[config.mk]
export PLATFORM = sky130hd
export DESIGN_NAME = strm_transpose
export DESIGN_NICKNAME = d
export VERILOG_FILES = /design/src/rtl/strm_xpose_pkg.sv /design/src/rtl/strm_xpose_cnt.sv /design/src/rtl/strm_xpose_wrgen.sv /design/src/rtl/strm_xpose_rdgen.sv /design/src/rtl/strm_xpose_ram.sv /design/src/rtl/strm_transpose.sv
export SDC_FILE = /design/constraint.sdc
export NUM_CORES = 1
export LEC_CHECK = 0
export BUFFER_PORTS_ARGS = -buffer_cell sky130_fd_sc_hd__buf_2
export CORE_MARGIN = 5
export CORE_UTILIZATION = 35
export CTS_CLUSTER_DIAMETER = 120
export DETAILED_ROUTE_END_ITERATION = 10
export GPL_TIMING_DRIVEN = 0
export PLACE_DENSITY = 0.6
export SLEW_MARGIN = 20
export SYNTH_ARGS = -nofsm -noshare
export SYNTH_HDL_FRONTEND = slang
export SYNTH_SLANG_ARGS = --single-unit
[constraint.sdc]
create_clock -name clk -period 2.49 [get_ports clk]
set_input_delay 0.1245 -clock clk [delete_from_list [all_inputs] [get_ports clk]]
set_output_delay 0.1245 -clock clk [all_outputs]
set_load 0.05 [all_outputs]
[src/rtl/strm_xpose_pkg.sv]
package strm_xpose_pkg;

   // Source selected by the output register in a given slot.
   typedef enum logic [1:0] {
      XP_SRC_NONE = 2'd0,
      XP_SRC_RAM  = 2'd1,
      XP_SRC_PASS = 2'd2
   } xp_src_e;

   // Number of slots an input sample stays in storage.
   // Sample slot s holds row r, column c of its matrix.
   // It leaves at output slot (DIM-1)^2 + c*DIM + r.
   function automatic int xp_hold_time(input int dim, input int slot);
      int frame;
      int idx;
      int r;
      int c;
      frame = dim * dim;
      idx   = slot % frame;
      r     = idx / dim;
      c     = idx % dim;
      return (dim - 1) * (dim - 1) + c * dim + r - idx;
   endfunction

   // Input slot whose sample leaves in the given output slot.
   function automatic int xp_source_slot(input int dim, input int out_slot);
      int frame;
      int period;
      int lat;
      int m;
      int f;
      int j;
      int r;
      int c;
      frame  = dim * dim;
      period = 2 * frame;
      lat    = (dim - 1) * (dim - 1);
      m      = (out_slot + period - lat) % period;
      f      = m / frame;
      j      = m % frame;
      c      = j / dim;
      r      = j % dim;
      return f * frame + r * dim + c;
   endfunction

endpackage

[src/rtl/strm_xpose_cnt.sv]
module strm_xpose_cnt #(
   parameter int PERIOD = 32,
   parameter int CW     = 5
) (
   input  logic          clk,
   input  logic          rst,
   input  logic          adv,
   output logic [CW-1:0] slot
);
   localparam logic [CW-1:0] LAST = CW'(PERIOD - 1);

   always_ff @(posedge clk) begin
      if (rst) begin
         slot <= '0;
      end else if (adv) begin
         if (slot == LAST) slot <= '0;
         else              slot <= slot + 1'b1;
      end
   end
endmodule

[src/rtl/strm_xpose_wrgen.sv]
module strm_xpose_wrgen
   import strm_xpose_pkg::*;
#(
   parameter int DIM        = 4,
   parameter int PERIOD     = 32,
   parameter int CW         = 5,
   parameter int AW         = 5,
   parameter bit REGISTERED = 1'b1
) (
   input  logic          clk,
   input  logic          rst,
   input  logic [CW-1:0] slot,
   input  logic          go,
   output logic          we,
   output logic [AW-1:0] addr
);
   logic [PERIOD-1:0] tbl_we;
   logic [AW-1:0]     tbl_addr [PERIOD];

   for (genvar s = 0; s < PERIOD; s++) begin : g_slot
      localparam int  HOLD  = xp_hold_time(DIM, s);
      localparam bit  STORE = (HOLD != 0);
      assign tbl_we[s]   = STORE;
      assign tbl_addr[s] = STORE ? AW'(s) : '0;
   end

   logic          dec_we;
   logic [AW-1:0] dec_addr;

   always_comb begin
      dec_we   = tbl_we[slot] & go;
      dec_addr = tbl_addr[slot];
   end

   if (REGISTERED) begin : g_reg
      always_ff @(posedge clk) begin
         if (rst) begin
            we   <= 1'b0;
            addr <= '0;
         end else begin
            we   <= dec_we;
            addr <= dec_addr;
         end
      end
   end else begin : g_comb
      assign we   = dec_we;
      assign addr = dec_addr;
   end
endmodule

[src/rtl/strm_xpose_rdgen.sv]
module strm_xpose_rdgen
   import strm_xpose_pkg::*;
#(
   parameter int DIM    = 4,
   parameter int PERIOD = 32,
   parameter int CW     = 5,
   parameter int AW     = 5,
   parameter int SHIFT  = 0
) (
   input  logic          clk,
   input  logic          rst,
   input  logic [CW-1:0] slot,
   input  logic          go,
   output xp_src_e       src,
   output logic [AW-1:0] addr
);
   xp_src_e       tbl_src  [PERIOD];
   logic [AW-1:0] tbl_addr [PERIOD];

   // SHIFT lets the registered decode run one slot ahead when the input is raw.
   for (genvar s = 0; s < PERIOD; s++) begin : g_slot
      localparam int OUTS = (s + SHIFT) % PERIOD;
      localparam int SRC  = xp_source_slot(DIM, OUTS);
      localparam bit PASS = (xp_hold_time(DIM, SRC) == 0);
      assign tbl_src[s]  = PASS ? XP_SRC_PASS : XP_SRC_RAM;
      assign tbl_addr[s] = PASS ? '0 : AW'(SRC);
   end

   always_ff @(posedge clk) begin
      if (rst) begin
         src  <= XP_SRC_NONE;
         addr <= '0;
      end else if (go) begin
         src  <= tbl_src[slot];
         addr <= tbl_addr[slot];
      end
   end
endmodule

[src/rtl/strm_xpose_ram.sv]
module strm_xpose_ram #(
   parameter int WL    = 8,
   parameter int DEPTH = 32,
   parameter int AW    = 5
) (
   input  logic          clk,
   input  logic          we,
   input  logic [AW-1:0] waddr,
   input  logic [WL-1:0] wdata,
   input  logic [AW-1:0] raddr,
   output logic [WL-1:0] rdata
);
   logic [WL-1:0] cells [DEPTH];

   always_ff @(posedge clk) begin
      if (we) cells[waddr] <= wdata;
   end

   assign rdata = cells[raddr];
endmodule

[src/rtl/strm_transpose.sv]
module strm_transpose
   import strm_xpose_pkg::*;
#(
   parameter int DIM    = 4,
   parameter int WL     = 8,
   parameter bit IN_REG = 1'b1
) (
   input  logic          clk,
   input  logic          rst,
   input  logic          en,
   input  logic [WL-1:0] din,
   output logic [WL-1:0] dout
);
   localparam int FRAME    = DIM * DIM;
   localparam int PERIOD   = 2 * FRAME;
   localparam int DEPTH    = PERIOD;
   localparam int CW       = $clog2(PERIOD);
   localparam int AW       = $clog2(DEPTH);
   localparam int RD_SHIFT = IN_REG ? 0 : 1;

   if (DIM < 2) begin : g_bad_dim
      $error("strm_transpose: DIM must be at least 2");
   end
   if (WL < 1) begin : g_bad_wl
      $error("strm_transpose: WL must be at least 1");
   end

   logic [CW-1:0] cnt;
   logic          stage_en;
   logic [WL-1:0] wr_data;
   logic          wr_we;
   logic [AW-1:0] wr_addr;
   xp_src_e       src_q;
   logic [AW-1:0] rd_addr;
   logic [WL-1:0] rd_data;

   strm_xpose_cnt #(.PERIOD(PERIOD), .CW(CW)) u_cnt (
      .clk  (clk),
      .rst  (rst),
      .adv  (en),
      .slot (cnt)
   );

   if (IN_REG) begin : g_in_reg
      logic [WL-1:0] din_q;
      logic          en_q;
      always_ff @(posedge clk) begin
         din_q <= din;
         if (rst) en_q <= 1'b0;
         else     en_q <= en;
      end
      assign wr_data  = din_q;
      assign stage_en = en_q;
   end else begin : g_in_raw
      assign wr_data  = din;
      assign stage_en = en;
   end

   strm_xpose_wrgen #(
      .DIM(DIM), .PERIOD(PERIOD), .CW(CW), .AW(AW), .REGISTERED(IN_REG)
   ) u_wrgen (
      .clk  (clk),
      .rst  (rst),
      .slot (cnt),
      .go   (en),
      .we   (wr_we),
      .addr (wr_addr)
   );

   strm_xpose_rdgen #(
      .DIM(DIM), .PERIOD(PERIOD), .CW(CW), .AW(AW), .SHIFT(RD_SHIFT)
   ) u_rdgen (
      .clk  (clk),
      .rst  (rst),
      .slot (cnt),
      .go   (en),
      .src  (src_q),
      .addr (rd_addr)
   );

   strm_xpose_ram #(.WL(WL), .DEPTH(DEPTH), .AW(AW)) u_ram (
      .clk   (clk),
      .we    (wr_we),
      .waddr (wr_addr),
      .wdata (wr_data),
      .raddr (rd_addr),
      .rdata (rd_data)
   );

   always_ff @(posedge clk) begin
      if (rst) begin
         dout <= '0;
      end else if (stage_en) begin
         case (src_q)
            XP_SRC_PASS: dout <= wr_data;
            XP_SRC_RAM:  dout <= rd_data;
            default:     dout <= dout;
         endcase
      end
   end
endmodule

After elaboration in Yosys (flattened, before gate mapping):

Memory sizes are Yosys's and may differ from the RTL's. A register that Yosys moved wholly into a read port is not among the register bits.
Cells that the tools add are included.

* memories: 5
* RAM bits: 256
* memory bits (read-only): 416
* output and inout port bits: 8
* flip-flop bits (word level): 23
* bits in latches: 0
* input bits: 11

Memories
* u_ram.cells: depth 32, width 8, read ports 1, clocked after memory_dff 0, write ports 1, RTL line strm_xpose_ram.sv:13 `logic [WL-1:0] cells [DEPTH];`
* (no name shown): depth 32, width 5, read ports 1, clocked after memory_dff 1, write ports 0, RTL line strm_xpose_wrgen.sv:32 `dec_addr = tbl_addr[slot];`
* (no name shown): depth 32, width 5, read ports 1, clocked after memory_dff 1, write ports 0, RTL line strm_xpose_rdgen.sv:35 `addr <= tbl_addr[slot];`
* (no name shown): depth 32, width 2, read ports 1, clocked after memory_dff 1, write ports 0, RTL line strm_xpose_rdgen.sv:34 `src <= tbl_src[slot];`
* (no name shown): depth 32, width 1, read ports 1, clocked after memory_dff 1, write ports 0, RTL line strm_xpose_wrgen.sv:31 `dec_we = tbl_we[slot] & go;`

* shifts and indexed selects: 0
* $add $sub $neg: 1
* equal/unequal tests: 3
* bitwise operators: 2
* $lt $le $gt $ge: 1
* reductions and logical operators: 2
* multipliers: 0
* div/mod/pow operators: 0
* mux-type cells: 7

Operators with widths (count)
* one-hot mux 8 bit (2 select lines): 1
* 2-to-1 mux 5 bit: 3
* less-than comparator 5 x 6 -> 1 bit, second input constant: 1
* inverter 5 -> 6 bit: 1
* adder 5 x 1 -> 5 bit, second input constant: 1
* equality test 5 bit, second input constant: 1
* 2-to-1 mux 1 bit: 3
* equality test 2 x 1 -> 1 bit, second input constant: 1
* equality test 2 bit, second input constant: 1
* AND reduction 2 bit: 1
* nonzero test 2 bit: 1
* bitwise AND 1 bit: 1

Depth between registers and ports, before layout:

Gate-level depths: netlist of the first run.

* depth after elaboration: 4
* mapped depth: 8
* mapped depth without buffers: 8

By module:

From an unflattened synthesis of the first run, not the netlist that was laid out.

* cell total of the unflattened synthesis: 548
* area total of the unflattened synthesis: 11339.6 um2

Modules (own cells, without submodules)
* strm_xpose_ram: seq. area each 7687.4 um2, area an instance 9893.2 um2, cells an instance 409, times used 1
* strm_transpose: seq. area each 340.3 um2, area an instance 604.3 um2, cells an instance 49, times used 1
* strm_xpose_rdgen: seq. area each 140.1 um2, area an instance 424.2 um2, cells an instance 49, times used 1
* strm_xpose_cnt: seq. area each 100.1 um2, area an instance 231.5 um2, cells an instance 25, times used 1
* strm_xpose_wrgen: seq. area each 120.1 um2, area an instance 186.4 um2, cells an instance 16, times used 1

Least setup slack after synthesis of the first run:

OpenSTA, ideal clock, no wires.

* path kind: register to register
* from: reg u_rdgen.src[1]
* to: reg dout[1]
* clock period less this slack: 2.034 ns
* required time: 2.414 ns
* slack: 0.456 ns
* cell stages (with the launch flop): 8
* data arrival time: 1.958 ns
* cells stage by stage: dfxtp_1 > inv_1 > ha_1 > nand2b_1 > clkbuf_1 > or3b_1 > or4_1 > o22ai_1

* longest elaborated chain between the ends: 3
* elaborated cells between the ends (all ways): 5
* those cells by class: 2 x eq/ne; 1 x mux; 2 x reduce/logical

Ends and longest elaborated chain
* from (decl): RTL line strm_xpose_rdgen.sv:14 `output xp_src_e src,`
* equality test 2 x 1 -> 1 bit or equality test 2 bit (tied branches): RTL line strm_transpose.sv:94 `case (src_q)`
* nonzero test 2 bit (no source line)
* AND reduction 2 bit (no source line)
* to (signal assigned): RTL line strm_transpose.sv:95 `XP_SRC_PASS: dout <= wr_data;`
* to (signal assigned): RTL line strm_transpose.sv:96 `XP_SRC_RAM: dout <= rd_data;`
* to (signal assigned): RTL line strm_transpose.sv:97 `default: dout <= dout;`
* to (decl): RTL line strm_transpose.sv:12 `output logic [WL-1:0] dout`

Parallel ways exist; a longest one is shown, timed or not.
A chain may end at the register's enable or synchronous reset.

Worst setup path after layout of the first run:

* from: reg u_rdgen.addr[0]
* to: reg dout[3]

* longest elaborated chain between the ends: 2

Ends and longest elaborated chain
* from (decl): RTL line strm_xpose_rdgen.sv:15 `output logic [AW-1:0] addr`
* memory read (32 x 8 bit)
* one-hot mux 8 bit (2 select lines): RTL line strm_transpose.sv:94

Every way passes these cells.

==> summary.txt, run 1 <==
Placer Congestion: 0.8952
Vias: 6295
WP data arrival: 2.73 ns
Clock Sinks: 292
Reg-to-reg endpoint: dout[3]
Worst R2R Path Depth: 7
DRC violations left: 0
Area of the multi-input gates: 0.002900 sq mm
Status: finished, final reports clean
Largest stage delay on the critical path: 0.52 ns
Max Slew Vio Count: 0
Crit-path most repeated cell: clkbuf_1
Worst Setup SP: u_rdgen.addr[0]
EDFF count, synth: 256
Initial antenna violation count: 0
DR vias/cell: 5.190
Syn Std Cell Area: 0.01161 sq mm
H-tree levels: 1
Pre-antenna DRT Iters: 5
Antenna diodes: 0
Grt total ovfl: 0
Synthesized netlist cell count: 691
First-pass GRT wire length: 39890 microns
Pre-CTS setup slack: 0.02379 ns
Final period util: 93.74%
Io pins: 19
Post-Syn Area per Cell: 16.81 sq um
Final Setup Violations: 0
Fill count: 2940
R2R setup slack: 0.16 ns
All-Layer GR Usage: 14.41%
Layout cells sized above 1: 15.56%
Worst EP required: 2.89 ns
Fmax: 428.4 MHz
Drt total wl: 26620 microns
Worst Setup EP: dout[3]
Synth Net Count: 712
Register bit total from synthesis: 292
Setup TNS Final: 0 ns
Pwr Density: 766.4 mW/mm^2
IO buf count: 17
Remaining antenna violation count: 0
Latest clock arrival within the worst-skew pair: 0.55 ns
Wirelength per Cell: 21.95 microns
Vias in the first global route: 6348
Crit path buf inv count: 2
Area delta synth->final: 14.21%
Post-layout nets: 769
Post-synth ARST share: 0%
Critical path's slowest cell: clkbuf_1
Final WS setup: 0.1558 ns
Total power: 10.17 mW
Slew @ Worst Pin: 1.132 ns
CTS Root Cell: clkbuf_16
Critical path depth in cells: 7
TritonCTS buffer count: 29
VDD IR max: 0.0005435 V
Netlist cell types: 43
Worst r2r src: u_rdgen.addr[0]
Crit path kind: register to register
RSZ-0062 raised after global routing: false
Max Buffers Root-to-Sink: 3
DIE WIDTH: 192.2 microns
Worst clock skew: 0.01453 ns
Clock transition at the registers of the reported paths: 0.06 ns
Core footprint: 0.03262 sq mm
Sequential cell area fraction in the yosys report: 72.39%
Initial core utilization: 35.61%
Worst setup SP type: register
Most frequently used flop master after synthesis: edfxtp_1
Initial drt markers: 472
Warnings, synthesis: 0
Min-Delay Path Class: input port to register
Final Hold Viols: 0
Critical Path, Cell by Cell: nor2b_1 -> clkbuf_1 -> clkbuf_1 -> a22oi_1 -> a21oi_1 -> or4_1 -> o22ai_1
Die height: 192.2 microns
Delay-heaviest family, CP: buffers and inverters
Slew margin rel.: 24.44%
Kind of end point of the critical path: register
Storage cell area: 0.008417 sq mm
Post-CTS Setup Bufs: 0
Crit Path Max Fanout: 10
Die Area: 0.03693 sq mm
Pin count of the biggest net entering global routing: 34
Tmin final: 2.334 ns
HPWL Detailed: 16910 microns
Max_cap viols: 0
Static leakage: 4.110 nW
CTS tree: yes
# rows: 66
==> cell type report <==
type | count | area share, %
Buffer | 43 | 2.217
Clock buffer | 43 | 6.169
Clock inverter | 11 | 0.6414
Inverter | 6 | 0.1698
Multi-Input combinational cell | 350 | 21.86
Sequential cell | 292 | 63.45
Tap cell | 442 | 4.169
Timing Repair Buffer | 26 | 1.321
==> synthesized netlist by cell type (all sizes together), types with 3 or more instances <==
master,number,area share (%)
a2111oi,7,0.53
a211oi,4,0.26
a21oi,37,1.6
a22oi,49,3.5
buf,24,1.9
clkbuf,19,0.61
dfxtp,36,6.2
edfxtp,256,66
ha,10,1.1
inv,6,0.19
mux2i,99,8.5
mux4,16,3.1
nand2,3,0.097
nand2b,8,0.43
nand3,4,0.17
nand3b,6,0.39
nor2,47,1.5
nor2b,12,0.65
nor3b,10,0.65
o21ai,4,0.17
o22ai,8,0.43
or3b,4,0.30
or4,8,0.52
==> how the worst min path moves through the flow <==
stage,start,end,slack [ns],cells after the start
after floorplan,din[0],g_in_reg.din_q[0],0.15,0
after global placement,din[2],g_in_reg.din_q[2],0.23,1
after detailed placement,din[2],g_in_reg.din_q[2],0.23,1
after CTS,rst,g_in_reg.en_q,0.07,2
after global routing,rst,g_in_reg.en_q,0.12,2
final,rst,u_cnt.slot[3],0.08,2
==> stage by stage <==
stage	cells	hold WS (ns)	cell area [sq um]	util, %
2_1_floorplan	691	0.1522	11610	-
3_3_place_gp	1150	0.2270	12250	37.56
3_5_place_dp	1150	0.2280	12260	37.59
4_1_cts	1213	0.07420	13260	40.64
5_1_grt	1213	0.1172	13270	40.67
6_report	1213	0.08315	13270	40.67
==> where the power goes <==
group / total [mW] / leakage, nW / switching, mW / internal [mW]
clock: 4.14 / 0.447 / 1.77 / 2.37
sequential: 5.44 / 2.60 / 0.0897 / 5.35
combinational: 0.586 / 1.06 / 0.349 / 0.237
==> what timing repair did <==
action	4_1_cts	5_1_grt
endpoints found under the setup margin	0	3
hold endpoints to repair	9	0
gates resized for setup	0	4
hold buffers	9	0
==> kinds of logic (layout without fill, tap and decap cells) <==
kind of cell	Yosys count	count (layout)	synth area share, %
XOR/XNOR	2	2	0.1508
adder cells (fa/ha/maj)	10	10	1.077
AO/OA/AOI/OAI	115	115	6.862
multiplexers	116	116	11.76
AND/OR/NAND/NOR	107	107	5.031
buffers and inverters	49	129	2.725
flip-flops	292	292	72.39
==> sequential cells by signal, summed over array words and instances (netlist names), named ones only <==
register / count
u_ram.cells: 256
dout: 8
g_in_reg.din_q: 8
u_cnt.slot: 5
u_rdgen.addr: 5
u_wrgen.addr: 5
u_rdgen.src: 2
g_in_reg.en_q: 1
u_wrgen.we: 1
==> layer usage <==
layer	share of wire [%]	up-vias	wire, microns	track usage (%)
li1	-	2842	-	-
met1	43	3206	11540	19.86
met2	48	198	12720	23.60
met3	6.3	49	1688	2.490
met4	2.5	0	676	4.142
met5	0	-	0	0
==> worst register-to-register path, cell delays in order, from the launching register on <==
cell,delay (ns)
dfxtp_1,0.36
nor2b_1,0.13
clkbuf_1,0.35
clkbuf_1,0.53
a22oi_1,0.21
a21oi_1,0.31
or4_1,0.22
o22ai_1,0.10
==> placed cells by master (no fill, tap or decap), types with 4 or more instances in the layout <==
master | Yosys | routed
o21ai_0 | 4 | 4
buf_2 | 4 | 21
nor3b_1 | 10 | 10
a2111oi_0 | 7 | 5
dlygate4sd3_1 | 0 | 9
clkinv_2 | 0 | 6
edfxtp_1 | 256 | 256
mux2i_1 | 99 | 99
clkbuf_1 | 19 | 29
dfxtp_2 | 0 | 7
nor2b_1 | 12 | 12
buf_4 | 8 | 8
mux4_2 | 15 | 15
buf_6 | 10 | 10
inv_1 | 6 | 6
nand3b_1 | 6 | 6
a21oi_1 | 37 | 37
clkbuf_8 | 0 | 4
clkbuf_16 | 0 | 29
o22ai_1 | 8 | 8
nand2b_1 | 8 | 8
or4_1 | 8 | 8
ha_1 | 10 | 10
nor2_1 | 46 | 46
a211oi_1 | 4 | 4
dfxtp_1 | 36 | 29
a22oi_1 | 42 | 42
a22oi_2 | 7 | 7
nand3_1 | 4 | 4
Power figures use the tool's default switching activity.
==> run 2, diff against run 1 <==
- CORE_MARGIN: 5 -> 1
==> run 2 against run 1 <==
  * First-iteration DRC count grew 16%
  * Sequential power about the same
  * Core utilization down 0.13 points
  * Fmax shrank 3.1%
  * Clock power down 4%
  * Worst hold slack lost 0.043 ns
  * Final area is 0.31% lower
  * Wire length is 3.7% lower
  * Combinational power fell by 2%
  * Worst setup slack lost 0.076 ns
  * Non-clock buffer count unchanged
  * Largest cell class unchanged
==> summary.txt, run 2 (same netlist as run 1, synthesis figures left out) <==
Status: finished, final reports clean (unchanged)
Clock transition at the registers of the reported paths: 0.06 ns (about the same)
Vias in the first global route: 6254 (was 6348)
TritonCTS buffer count: 28 (was 29)
Worst clock skew: 0.005998 ns (was 0.01453 ns)
Max_cap viols: 0 (unchanged)
Kind of end point of the critical path: register (unchanged)
Max Slew Vio Count: 0 (unchanged)
Largest stage delay on the critical path: 0.56 ns (was 0.52 ns)
Final Hold Viols: 0 (unchanged)
First-pass GRT wire length: 38700 microns (was 39890 microns)
M2 GR Usage: 25.70% (was 23.60%)
Placer Congestion: 0.7760 (was 0.8952)
Layout cells sized above 1: 15.89% (was 15.56%)
Top flop regs: u_ram.cells x256, dout x8, g_in_reg.din_q x8 (unchanged)
# rows: 66 (unchanged)
CTS tree: yes (unchanged)
Antenna diodes: 0 (unchanged)
Pwr Density: 755.9 mW/mm^2 (was 766.4 mW/mm^2)
Delay-heaviest family, CP: buffers and inverters (unchanged)
Static leakage: 4.093 nW (was 4.110 nW)
HPWL Detailed: 16630 microns (was 16910 microns)
Core footprint: 0.03262 sq mm (unchanged)
Register ranked first by flip-flop count: u_ram.cells (unchanged)
Worst EP required: 2.88 ns (was 2.89 ns)
VDD IR max: 0.0005466 V (was 0.0005435 V)
Setup TNS Final: 0 ns (unchanged)
Slew @ Worst Pin: 0.8863 ns (was 1.132 ns)
Die Area: 0.03392 sq mm (was 0.03693 sq mm)
WP data arrival: 2.80 ns (was 2.73 ns)
Area delta synth->final: 13.85% (was 14.21%)
Crit Path Max Fanout: 10 (unchanged)
DR vias/cell: 5.165 (was 5.190)
Worst setup SP type: register (unchanged)
Initial core utilization: 35.61% (unchanged)
Post-CTS Setup Bufs: 0 (unchanged)
Critical Path, Cell by Cell: buf_6 -> nor2_2 -> clkbuf_1 -> a22oi_1 -> a21oi_1 -> or4_1 -> o22ai_1 (was nor2b_1 -> clkbuf_1 -> clkbuf_1 -> a22oi_1 -> a21oi_1 -> or4_1 -> o22ai_1)
Initial drt markers: 546 (was 472)
H-tree levels: 1 (unchanged)
DRC violations left: 0 (unchanged)
IO buf count: 17 (unchanged)
Pre-antenna DRT Iters: 5 (unchanged)
All-Layer GR Usage: 15.43% (was 14.41%)
Grt met1 use: 20.82% (was 19.86%)
Commonest non-fill, non-tap cell in the layout: edfxtp_1 (unchanged)
Clock Sinks: 292 (unchanged)
CTS Root Cell: clkbuf_16 (unchanged)
Die height: 184.2 microns (was 192.2 microns)
Latest clock arrival within the worst-skew pair: 0.54 ns (was 0.55 ns)
Final period util: 96.78% (was 93.74%)
Pin count of the biggest net entering global routing: 34 (unchanged)
Wirelength per Cell: 21.19 microns (was 21.95 microns)
Grt total ovfl: 0 (unchanged)
Final Setup Violations: 0 (unchanged)
RSZ-0062 raised after global routing: false (unchanged)
Post-layout nets: 768 (was 769)
Crit path buf inv count: 2 (unchanged)
Min-Delay Path Class: input port to register (unchanged)
Crit path kind: register to register (unchanged)
Critical path's slowest cell: clkbuf_1 (unchanged)
Vias: 6250 (was 6295)
M3 GR Usage: 2.055% (was 2.490%)
Commonest non-fill, non-tap cells in the layout: edfxtp_1, mux2i_1, nor2_1 (unchanged)
Tmin final: 2.410 ns (was 2.334 ns)
DIE WIDTH: 184.2 microns (was 192.2 microns)
Max Buffers Root-to-Sink: 3 (unchanged)
Io pins: 19 (unchanged)
Largest register FFs: 256 (unchanged)
Remaining antenna violation count: 0 (unchanged)
Drt total wl: 25640 microns (was 26620 microns)
Slew margin rel.: 40.70% (was 24.44%)
Fmax: 415.0 MHz (was 428.4 MHz)
Core Util, Final: 40.54% (was 40.67%)
Top Usage Layer GRT: met2 (unchanged)
Initial antenna violation count: 1 (was 0)
-- run 2: per-stage QoR --
step                std cells  setup WS, ns  total power, mW  area, sq um  hold slack [ns]
floorplan                 691        0.4558            5.900        11610           0.1522
global placement         1150       -0.1330            6.105        12250           0.2274
detailed placement       1150       -0.1805            6.111        12260           0.2280
CTS                      1210       0.02647            10.06        13220          0.02358
global route             1210       0.04143            10.29        13220          0.07831
finish                   1210       0.08009            9.996        13220          0.04048
-- run 2: power breakdown --
part	internal [mW]	leakage [nW]	switching (mW)
Clock	2.23	0.427	1.75
Sequential	5.35	2.60	0.0877
Combinational	0.238	1.07	0.340
-- run 2: routing by layer --
metal  vias up  share of wire (%)
met3        49                4.2
met4         0                2.9
li1       2833                  -
met5         -                  0
met2       176                 49
met1      3192                 44
-- run 2: final timing paths --
check | start | end | slack, ns | depth (start not counted)
min reg2reg | register | u_wrgen.we | 0.42 | 1
max reg2reg | u_rdgen.addr[0] | dout[6] | 0.08 | 7
max | u_rdgen.addr[0] | dout[6] | 0.08 | 7
min | rst | g_in_reg.en_q | 0.04 | 2
-- run 2: what timing repair did --
action / CTS / global route
gates resized for setup: 3 / 5
hold buffers: 9 / 0
pin swaps: 0 / 0
endpoints found under the hold margin: 9 / 0
setup endpoints to repair: 2 / 2
-- run 2: area by class of cell --
class                   count  area, sq um
repair buffers             26        175.2
multi-input cells         350         2902
clock inverters            17        111.4
clock buffers              34        744.5
well taps                 442        553.0
plain buffers              43        297.8
fillers                  2940        19390
inverters                   6        22.52
flip-flops and latches    292         8418
